`config.mk`:
```
export PLATFORM = sky130hd
export DESIGN_NAME = wpack_top
export DESIGN_NICKNAME = d
export VERILOG_FILES = /design/src/rtl/wpack_pkg.sv /design/src/rtl/wpack_lane_buf.sv /design/src/rtl/wpack_ctrl.sv /design/src/rtl/wpack_top.sv
export SDC_FILE = /design/constraint.sdc
export NUM_CORES = 1
export LEC_CHECK = 0
export ABC_AREA = 0
export BUFFER_PORTS_ARGS = -buffer_cell sky130_fd_sc_hd__buf_2
export CORE_UTILIZATION = 25
export CTS_CLUSTER_SIZE = 28
export DETAILED_ROUTE_END_ITERATION = 7
export GPL_TIMING_DRIVEN = 1
export SLEW_MARGIN = 15
export SYNTH_ARGS = -nofsm -noshare
export SYNTH_HDL_FRONTEND = slang
export SYNTH_SLANG_ARGS = --single-unit
```
`constraint.sdc`:
```
create_clock -name clk -period 2.6 [get_ports clk]
set_input_delay 0 -clock clk [delete_from_list [all_inputs] [get_ports clk]]
set_output_delay 0 -clock clk [all_outputs]
set_load 0.01 [all_outputs]
```
`src/rtl/wpack_pkg.sv`:
```
// Package: shared constants and the state type of the write packer.
// Assumes a flash whose erased value is all ones, so 0xFF leaves bits untouched.
package wpack_pkg;
    localparam int WORD_BYTES = 4;
    localparam logic [7:0] FILL_BYTE = 8'hFF;

    typedef enum logic [1:0] {
        S_IDLE  = 2'd0,
        S_FILL  = 2'd1,
        S_ISSUE = 2'd2,
        S_DONE  = 2'd3
    } pk_state_t;
endpackage

```
`src/rtl/wpack_lane_buf.sv`:
```
// Module: word assembly buffer of byte lanes.
// Each lane is reloaded with the fill byte on preset, or takes the input
// byte when it is the selected lane. Assumes preset and write are never
// requested in the same cycle.
module wpack_lane_buf
    import wpack_pkg::*;
#(
    parameter int NLANES = WORD_BYTES,
    localparam int LANE_W = $clog2(NLANES)
) (
    input  logic                  clk,
    input  logic                  rst_n,
    input  logic                  preset,
    input  logic                  wr_en,
    input  logic [LANE_W-1:0]     lane,
    input  logic [7:0]            din,
    output logic [NLANES*8-1:0]   word
);
    for (genvar g = 0; g < NLANES; g++) begin : g_lane
        // hold one byte lane: fill value, or the payload byte aimed at it
        always_ff @(posedge clk) begin
            if (!rst_n || preset) begin
                word[g*8 +: 8] <= FILL_BYTE;
            end else if (wr_en && lane == LANE_W'(g)) begin
                word[g*8 +: 8] <= din;
            end
        end
    end
endmodule

```
`src/rtl/wpack_ctrl.sv`:
```
// Module: transfer sequencer of the write packer.
// Tracks the aligned word address, the next lane, the remaining payload and
// the committed byte count. Moves between taking bytes, waiting for the
// programmer, and finishing. Assumes wr_done and wr_fail are pulses that
// answer a held request.
module wpack_ctrl
    import wpack_pkg::*;
#(
    parameter int ADDR_W = 24,
    parameter int LEN_W  = 16,
    localparam int LANE_W = $clog2(WORD_BYTES),
    localparam int NB_W   = $clog2(WORD_BYTES + 1)
) (
    input  logic               clk,
    input  logic               rst_n,
    input  logic               start,
    input  logic [ADDR_W-1:0]  start_addr,
    input  logic [LEN_W-1:0]   length,
    input  logic               in_valid,
    input  logic               wr_done,
    input  logic               wr_fail,
    output logic               busy,
    output logic               done,
    output logic               err,
    output logic [LEN_W-1:0]   byte_count,
    output logic               in_ready,
    output logic               wr_req,
    output logic [ADDR_W-1:0]  wr_addr,
    output logic               buf_preset,
    output logic               buf_we,
    output logic [LANE_W-1:0]  buf_lane
);
    localparam logic [LANE_W-1:0] LAST_LANE = LANE_W'(WORD_BYTES - 1);

    pk_state_t          state;
    logic [ADDR_W-1:0]  waddr;
    logic [LANE_W-1:0]  lane;
    logic [LEN_W-1:0]   remain;
    logic [NB_W-1:0]    nbytes;
    logic [LEN_W-1:0]   count;
    logic               err_q;

    logic take, accept_start, word_full, more_after;

    // decode handshakes of the current cycle
    always_comb begin
        accept_start = (state == S_IDLE) && start;
        take         = (state == S_FILL) && in_valid;
        word_full    = (lane == LAST_LANE) || (remain == LEN_W'(1));
        more_after   = (remain != '0);
    end

    // sequencer state, address, lane, payload and count registers
    always_ff @(posedge clk) begin
        if (!rst_n) begin
            state  <= S_IDLE;
            waddr  <= '0;
            lane   <= '0;
            remain <= '0;
            nbytes <= '0;
            count  <= '0;
            err_q  <= 1'b0;
        end else begin
            case (state)
                S_IDLE: begin
                    if (start) begin
                        waddr  <= {start_addr[ADDR_W-1:LANE_W], {LANE_W{1'b0}}};
                        lane   <= start_addr[LANE_W-1:0];
                        remain <= length;
                        nbytes <= '0;
                        count  <= '0;
                        err_q  <= 1'b0;
                        state  <= (length == '0) ? S_DONE : S_FILL;
                    end
                end
                S_FILL: begin
                    if (in_valid) begin
                        lane   <= lane + LANE_W'(1);
                        remain <= remain - LEN_W'(1);
                        nbytes <= nbytes + NB_W'(1);
                        if (word_full) state <= S_ISSUE;
                    end
                end
                S_ISSUE: begin
                    if (wr_fail) begin
                        err_q <= 1'b1;
                        state <= S_DONE;
                    end else if (wr_done) begin
                        count <= count + LEN_W'(nbytes);
                        if (more_after) begin
                            waddr  <= waddr + ADDR_W'(WORD_BYTES);
                            lane   <= '0;
                            nbytes <= '0;
                            state  <= S_FILL;
                        end else begin
                            state <= S_DONE;
                        end
                    end
                end
                default: state <= S_IDLE;
            endcase
        end
    end

    // drive the outputs and the lane buffer controls
    always_comb begin
        busy       = (state != S_IDLE);
        done       = (state == S_DONE);
        err        = err_q;
        byte_count = count;
        in_ready   = (state == S_FILL);
        wr_req     = (state == S_ISSUE);
        wr_addr    = waddr;
        buf_preset = accept_start ||
                     ((state == S_ISSUE) && wr_done && !wr_fail && more_after);
        buf_we     = take;
        buf_lane   = lane;
    end
endmodule

```
`src/rtl/wpack_top.sv`:
```
// Module: unaligned byte-to-word write packer (top).
// Packs a byte stream that starts at any byte address into aligned 32-bit
// program requests, padding unused lanes with 0xFF. Assumes the word
// programmer answers every request with exactly one done or fail pulse.
module wpack_top
    import wpack_pkg::*;
#(
    parameter int ADDR_W = 24,
    parameter int LEN_W  = 16,
    localparam int LANE_W = $clog2(WORD_BYTES),
    localparam int DATA_W = WORD_BYTES * 8
) (
    input  logic               clk,
    input  logic               rst_n,
    input  logic               start,
    input  logic [ADDR_W-1:0]  start_addr,
    input  logic [LEN_W-1:0]   length,
    output logic               busy,
    output logic               done,
    output logic               err,
    output logic [LEN_W-1:0]   byte_count,
    input  logic               in_valid,
    input  logic [7:0]         in_data,
    output logic               in_ready,
    output logic               wr_req,
    output logic [ADDR_W-1:0]  wr_addr,
    output logic [DATA_W-1:0]  wr_data,
    input  logic               wr_done,
    input  logic               wr_fail
);
    logic              buf_preset;
    logic              buf_we;
    logic [LANE_W-1:0] buf_lane;

    wpack_ctrl #(.ADDR_W(ADDR_W), .LEN_W(LEN_W)) ctrl_i (
        .clk        (clk),
        .rst_n      (rst_n),
        .start      (start),
        .start_addr (start_addr),
        .length     (length),
        .in_valid   (in_valid),
        .wr_done    (wr_done),
        .wr_fail    (wr_fail),
        .busy       (busy),
        .done       (done),
        .err        (err),
        .byte_count (byte_count),
        .in_ready   (in_ready),
        .wr_req     (wr_req),
        .wr_addr    (wr_addr),
        .buf_preset (buf_preset),
        .buf_we     (buf_we),
        .buf_lane   (buf_lane)
    );

    wpack_lane_buf #(.NLANES(WORD_BYTES)) lanes_i (
        .clk    (clk),
        .rst_n  (rst_n),
        .preset (buf_preset),
        .wr_en  (buf_we),
        .lane   (buf_lane),
        .din    (in_data),
        .word   (wr_data)
    );
endmodule

```
==> run metrics, run 1 <==
Fillers=approximately 2.1k; clk sink count=94; actual slew at the worst max-slew pin=roughly 0.92 ns; critical-path cell list=inv_1, ha_1, nand4_1, o21ai_2, buf_4, a22oi_1, o22ai_1; Worst Path Required=around 2.9 ns; pwr/cell area=938.9 nW/um^2; switching power=around 0.0027 W; post-place instance area=~6000 um^2; Die H=approximately 140 um; Worst Hold Class=input pin to flop; period utilization=0.8916; critical setup path kind=flop to flop; Post-CTS Setup Inserts=0; CP endpoint kind=flop; Setup Skew=0.008914 ns; dominant cells by area after synthesis=dfxtp_1 (38%), nand2_1 (8.2%), nand3_1 (6.8%), ha_1 (3.8%), a21oi_1 (3.6%); sequential power share=0.326; diodes inserted=0; starting density of the core=0.2562; CTS Buf Count=9; Worst-path clk slew=0.08 ns; largest net degree at the start of global routing=37; Synth cell types=69; worst vdd ir=0.0003289 V; Pint=0.003517 W; final net count=approximately 860; IO buf count=128; routed length per instance=15.50 um; GRT overflow=0; final-report max-slew violation count=0; Main synth FF type=dfxtp_1; TNS Setup=0 ns; Worst path slowest cell=o21ai_2; Seq/Total Area, Yosys=0.3761; Die W=143.5 um; initial antenna violation count=0; Yosys reg bits=94; DP HPWL=11.70 mm; global-route wire length before repair=25.74 mm; number of synthesis warnings=0; CP bufs+invs=2; die area=between 20000 and 25000 um^2; crit-path max FO=22; fin crit period=about 2.3 ns; Post-synth EDFFs=0; relative slew slack=0.3852; number of global-route vias before repair=between 4k and 5k; Placer Congestion=0.8356; H-tree depth=3; startpoint types=flop; DRC viols=0; TritonRoute pass-1 iters=5; Post-CTS Resized=0; CTS tree=done; critical path's top delay family=compound AO/OA/AOI/OAI gates; layout cells sized above 1=0.2281; io pins=131; RSZ-0062 raised after global routing=false; Post-synth ARST share=0; synthesis-to-finish area growth=32.13%; Seq. cell area=1882 um^2; final WL=16.48 mm; Core Rows=51; Layout Utilization=0.3386; status=complete, no violations; Mapped Cells=approximately 640; area leader, netlist=dfxtp_1; Total GRT Usage=0.1595; final setup fails=0; initial drt markers=344; clk buf depth=2; Final Cell Area=between 6000 and 7000 um^2; sw frac=0.4334; top-count cell post-synth=nand2_1; Final Hold Fails=0; top post-synthesis cells by count=nand2_1 (109), dfxtp_1 (94), nand3_1 (68), nor2_1 (42), a21oi_1 (36); DP Worst Slack=about 0.33 ns; Max Freq=431.4 MHz; vias per cell=4.961; Final ANT Viol Nets=0; worst setup margin=0.2818 ns; Max stage delay on crit path=0.75 ns; Mean Syn Cell Area=7.843 um^2; Core Area=19530 um^2; Critical Path AT=2.60 ns; Placed Cells incl. Taps=1015; Non-Filler Instances=1063; via count=5274; area of the multi-input gates=approximately 2900 um^2; clk_lat worst skew=0.35 ns; CTS root buf=clkbuf_16; Clock Power Share=0.220; Max Cap Viol=0; Post-Synthesis Cell Area=5004 um^2; P_leak=~2.8 nW; combinational power share=0.454; Synth top area share=0.3761
[layout make-up]
cell class                 instances  share of cell area
clock buffer                       9             0.03407
sequential                        94              0.2846
tap                              265             0.05015
inverter                          17            0.009652
clock inverter                     7             0.01154
timing repair buffer             183              0.1734
multi-input combinational        488              0.4366
[kinds of logic (layout without fill, tap and decap cells)]
logic type      Yosys count  after routing  synth area share
compound gates          137            137            0.1908
other cells               1              2         0.0007495
mux                       4              4          0.008502
flops                    94             94            0.3761
fa+ha+maj                16             16           0.04151
xor+xnor                 13             13           0.02276
simple gates            316            316            0.3118
buf+inv                  57            216           0.04776
[what timing repair did]
action                                 4_1_cts  5_1_grt
setup endpoints to repair                    0        0
hold buffers                                32        0
endpoints found under the hold margin       56        0
[layer usage]
metal / wire (um) / vias to the layer above / track usage
met5: 0 / - / 0
met3: 835 / 19 / 0.03032
met1: 7991 / 2482 / 0.2242
li1: - / 2624 / -
met4: 271 / 0 / 0.05319
met2: 7377 / 149 / 0.2425
[state kept, by name, indices dropped and copies added (netlist names)]
name and cells:
ctrl_i.remain 16, ctrl_i.state 2, ctrl_i.wr_addr 22, ctrl_i.buf_lane 2, ctrl_i.byte_count 16, ctrl_i.err 1
lanes_i.word 32, ctrl_i.nbytes 3
[power groups by stage]
| stage | sequential (W) | clock (W) | combinational (W) |
|---|---|---|---|
| after global placement | 0.00204 | 0 | 0.00275 |
| after floorplan | 0.00203 | 0 | 0.00184 |
| after global routing | 0.00208 | 0.00146 | 0.00312 |
| final | 0.00203 | 0.00136 | 0.00282 |
| after CTS | 0.00202 | 0.00140 | 0.00281 |
| after detailed placement | 0.00205 | 0 | 0.00275 |
[worst min-delay path, delay by kind of cell]
kind                   cells  cell delay (ns)
AO/OA/AOI/OAI              2             0.24
buffers and inverters      1             0.11
[placed cells by master, fill, tap and decap left out, types with 3 or more instances in the layout]
master / netlist / layout
nand4_1: 11 / 11
nor4_1: 10 / 10
xor2_1: 11 / 11
o221a_2: 4 / 4
nand2b_1: 9 / 9
inv_1: 17 / 17
and3_1: 17 / 17
a32oi_1: 4 / 4
or4_1: 9 / 9
o22ai_1: 8 / 8
nor2b_1: 6 / 6
nand2_1: 109 / 109
clkinv_4: 0 / 3
a21o_1: 7 / 7
or3_1: 4 / 4
ha_1: 15 / 15
o21a_1: 3 / 3
a22oi_1: 11 / 11
buf_2: 5 / 128
nand3_1: 68 / 68
inv_8: 0 / 3
and2_1: 3 / 3
clkbuf_16: 0 / 9
nor3_1: 12 / 12
and4_1: 3 / 3
nor3b_1: 3 / 3
o21ai_0: 11 / 11
dlygate4sd3_1: 0 / 32
a21oi_1: 36 / 36
a211oi_1: 5 / 5
nor2_1: 42 / 42
dfxtp_1: 94 / 94
a31oi_1: 13 / 13
buf_4: 5 / 22
a22o_1: 3 / 3
[per-stage QoR]
stage / hold slack, ns / power [W]
global placement: 0.2691 / 0.004793
global route: 0.04081 / 0.006654
detailed placement: 0.2755 / 0.004804
finish: 0.03073 / 0.006207
CTS: 0.004442 / 0.006227
floorplan: 0.1226 / 0.003872
[final timing paths]
check,startpoint,endpoint,slack [ns],cells after the start
max,ctrl_i.remain[0],ctrl_i.wr_addr[10],0.28,7
max reg2reg,ctrl_i.remain[0],ctrl_i.wr_addr[10],0.28,7
min reg2reg,lanes_i.word[19],lanes_i.word[19],0.47,2
min,length[1],ctrl_i.remain[1],0.03,3
(Power assumes the default switching activity.)
==> run 2: changes to the inputs <==
ABC_AREA = unset   (was 0)
CORE_UTILIZATION = 53   (was 25)
PLACE_DENSITY = 0.8   (was unset)
==> run 2 against run 1 <==
Largest cell class unchanged. Clock power decreased by 27%. Non-clock buffer count decreased by 3. Worst hold slack got worse by 0.013 ns. Combinational power decreased by 3%. First-iteration DRC count decreased by 8.4%. Global-route usage increased by 14 points. Flip-flop and latch count unchanged. Sequential share of layout area increased by 1.5 points. Clock-buffer cell count unchanged. Final area decreased by 5.0%. Final cell count decreased by 15%.
==> run metrics, run 2 (synthesis results as in run 1) <==
final WL=14.51 mm (was 16.48 mm); startpoint types=flop (unchanged); Non-Filler Instances=906 (was 1063); Max Cap Viol=0 (unchanged); area of the multi-input gates=2887 um^2 (unchanged); status=complete, no violations (unchanged); CTS root buf=clkbuf_8 (was clkbuf_16); Critical Path AT=2.60 ns (about the same); clk buf depth=2 (unchanged); routed length per instance=16.02 um (was 15.50 um); CP endpoint kind=flop (unchanged); initial antenna violation count=0 (unchanged); CP bufs+invs=3 (was 2); number of global-route vias before repair=4969 (was 4814); Total GRT Usage=0.3011 (was 0.1595); largest net degree at the start of global routing=33 (was 37); Worst-path clk slew=0.10 ns (was 0.08 ns); worst vdd ir=0.0004354 V (was 0.0003289 V); actual slew at the worst max-slew pin=0.9845 ns (was 0.9220 ns); startpoint of the most critical hold path=length[11] (was length[1]); CTS Buf Count=9 (unchanged); Placed Cells incl. Taps=859 (was 1015); most common cell after layout, fill and taps aside=buf_2 (unchanged); final setup fails=0 (unchanged); CTS tree=done (unchanged); starting density of the core=0.5441 (was 0.2562); vias per cell=5.964 (was 4.961); switching power=0.002579 W (was 0.002690 W); global-route wire length before repair=23.81 mm (was 25.74 mm); relative slew slack=0.3412 (was 0.3852); r2r setup slk=0.26 ns (was 0.28 ns); worst hold path depth=3 (unchanged); P_leak=2.742 nW (was 2.805 nW); io pins=131 (unchanged); Fillers=750 (was 2108); Core Area=9196 um^2 (was 19530 um^2); worst r2r path cells=7 (unchanged); Max stage delay on crit path=0.41 ns (was 0.75 ns); Core Rows=35 (was 51); critical setup path kind=flop to flop (unchanged); GRT overflow=0 (unchanged); Worst Path Required=2.86 ns (was 2.88 ns); via count=5403 (was 5274); H-tree depth=3 (unchanged); IO buf count=128 (unchanged); sequential power share=0.352 (was 0.326); Pint=0.003172 W (was 0.003517 W); reg2reg end=ctrl_i.state[1] (was ctrl_i.wr_addr[10]); Setup Skew=0.01873 ns (was 0.008914 ns); layout cells sized above 1=0.2264 (was 0.2281); Final Cell Area=6279 um^2 (was 6611 um^2); hold_ws=0.01813 ns (was 0.03073 ns); final net count=860 (was 863); fin crit period=2.341 ns (was 2.318 ns); initial drt markers=315 (was 344); clk_lat worst skew=0.38 ns (was 0.35 ns); Placer Congestion=0.9403 (was 0.8356); crit-path max FO=16 (was 22); critical-path cell list=inv_1, ha_1, buf_4, inv_1, nor3_1, or3_1, o41ai_1 (was inv_1, ha_1, nand4_1, o21ai_2, buf_4, a22oi_1, o22ai_1); Seq. cell area=1882 um^2 (unchanged); TritonRoute pass-1 iters=5 (unchanged); clk sink count=94 (unchanged); Final Hold Fails=0 (unchanged); sw frac=0.4484 (was 0.4334); largest reg by FF count=lanes_i.word (unchanged); post-place instance area=5769 um^2 (was 5989 um^2); Hold EP=ctrl_i.remain[11] (was ctrl_i.remain[1]); Die H=99.17 um (was 143.5 um); met3 Use GR=0.04076 (was 0.03032); Max Freq=427.2 MHz (was 431.4 MHz); pwr/cell area=916.1 nW/um^2 (was 938.9 nW/um^2); DP HPWL=10.20 mm (was 11.70 mm); Worst path slowest cell=dfxtp_1 (was o21ai_2); die area=9834 um^2 (was 20580 um^2); period utilization=0.9003 (was 0.8916); synthesis-to-finish area growth=25.48% (was 32.13%); Clock Power Share=0.173 (was 0.220); Die W=99.17 um (was 143.5 um); combinational power share=0.475 (was 0.454); Post-CTS Setup Inserts=0 (unchanged); Final ANT Viol Nets=0 (unchanged); GR Layer Usage met2=0.4890 (was 0.2425); critical path's top delay family=buffers and inverters (was compound AO/OA/AOI/OAI gates); final-report max-slew violation count=0 (unchanged); Worst Hold Class=input pin to flop (unchanged); max FFs per register=32 (unchanged); Crit Reg-Reg Startpoint=ctrl_i.state[0] (was ctrl_i.remain[0]); most frequent cells in the layout=buf_2 (128), nand2_1 (109), dfxtp_1 (94) (unchanged); DRC viols=0 (unchanged); RSZ-0062 raised after global routing=false (unchanged); global routing's busiest layer=met2 (unchanged); TNS Setup=0 ns (unchanged); diodes inserted=0 (unchanged); most frequent CP cell=inv_1; M1 GR Usage=0.4037 (was 0.2242)
-- run 2: through the flow --
step	power, W	setup slack (ns)	util
2_1_floorplan	0.003872	0.4804	-
3_3_place_gp	0.004591	0.4168	0.6273
3_5_place_dp	0.004691	0.3383	0.6273
4_1_cts	0.005719	0.2888	0.6827
5_1_grt	0.006146	0.07164	0.6827
6_report	0.005751	0.2591	0.6827
-- run 2: what timing repair did --
action / CTS / global route
hold buffers: 31 / 0
resized for setup: 0 / 0
endpoints found under the hold margin: 55 / 0
-- run 2: power by group through the flow --
stage / logic (W) / clock network (W) / registers, W
2_1_floorplan: 0.00184 / 0 / 0.00203
3_3_place_gp: 0.00256 / 0 / 0.00203
3_5_place_dp: 0.00264 / 0 / 0.00205
4_1_cts: 0.00270 / 0.00101 / 0.00202
5_1_grt: 0.00300 / 0.00108 / 0.00207
6_report: 0.00273 / 0.000994 / 0.00203
-- run 2: how the worst max path moves through the flow --
stage / startpoint / slack [ns] / cells past startpoint / to
2_1_floorplan: ctrl_i.state[0] / 0.48 / 9 / ctrl_i.wr_addr[21]
3_3_place_gp: ctrl_i.state[0] / 0.42 / 7 / ctrl_i.wr_addr[20]
3_5_place_dp: ctrl_i.state[0] / 0.34 / 7 / ctrl_i.state[1]
4_1_cts: ctrl_i.state[0] / 0.29 / 7 / ctrl_i.state[1]
5_1_grt: ctrl_i.state[0] / 0.07 / 7 / ctrl_i.wr_addr[20]
6_report: ctrl_i.state[0] / 0.26 / 7 / ctrl_i.state[1]
-- run 2: cell type report --
class	count	share of cell area
timing repair buffer	180	0.1766
multi-input combinational	488	0.4597
tap	111	0.02212
clock inverter	7	0.01196
clock buffer	9	0.01973
inverter	17	0.01016
sequential	94	0.2997
-- run 2: worst reg2reg max path, stage by stage, from the launching register on --
cell	delay (ns)
dfxtp_1	0.41
inv_1	0.08
ha_1	0.32
buf_4	0.21
inv_1	0.35
nor3_1	0.18
or3_1	0.34
o41ai_1	0.34
-- run 2: routing by layer --
metal / part of all wire / wire, um
met1: 0.43 / 6292
met2: 0.48 / 6917
met3: 0.068 / 985
met4: 0.022 / 313
met5: 0 / 0
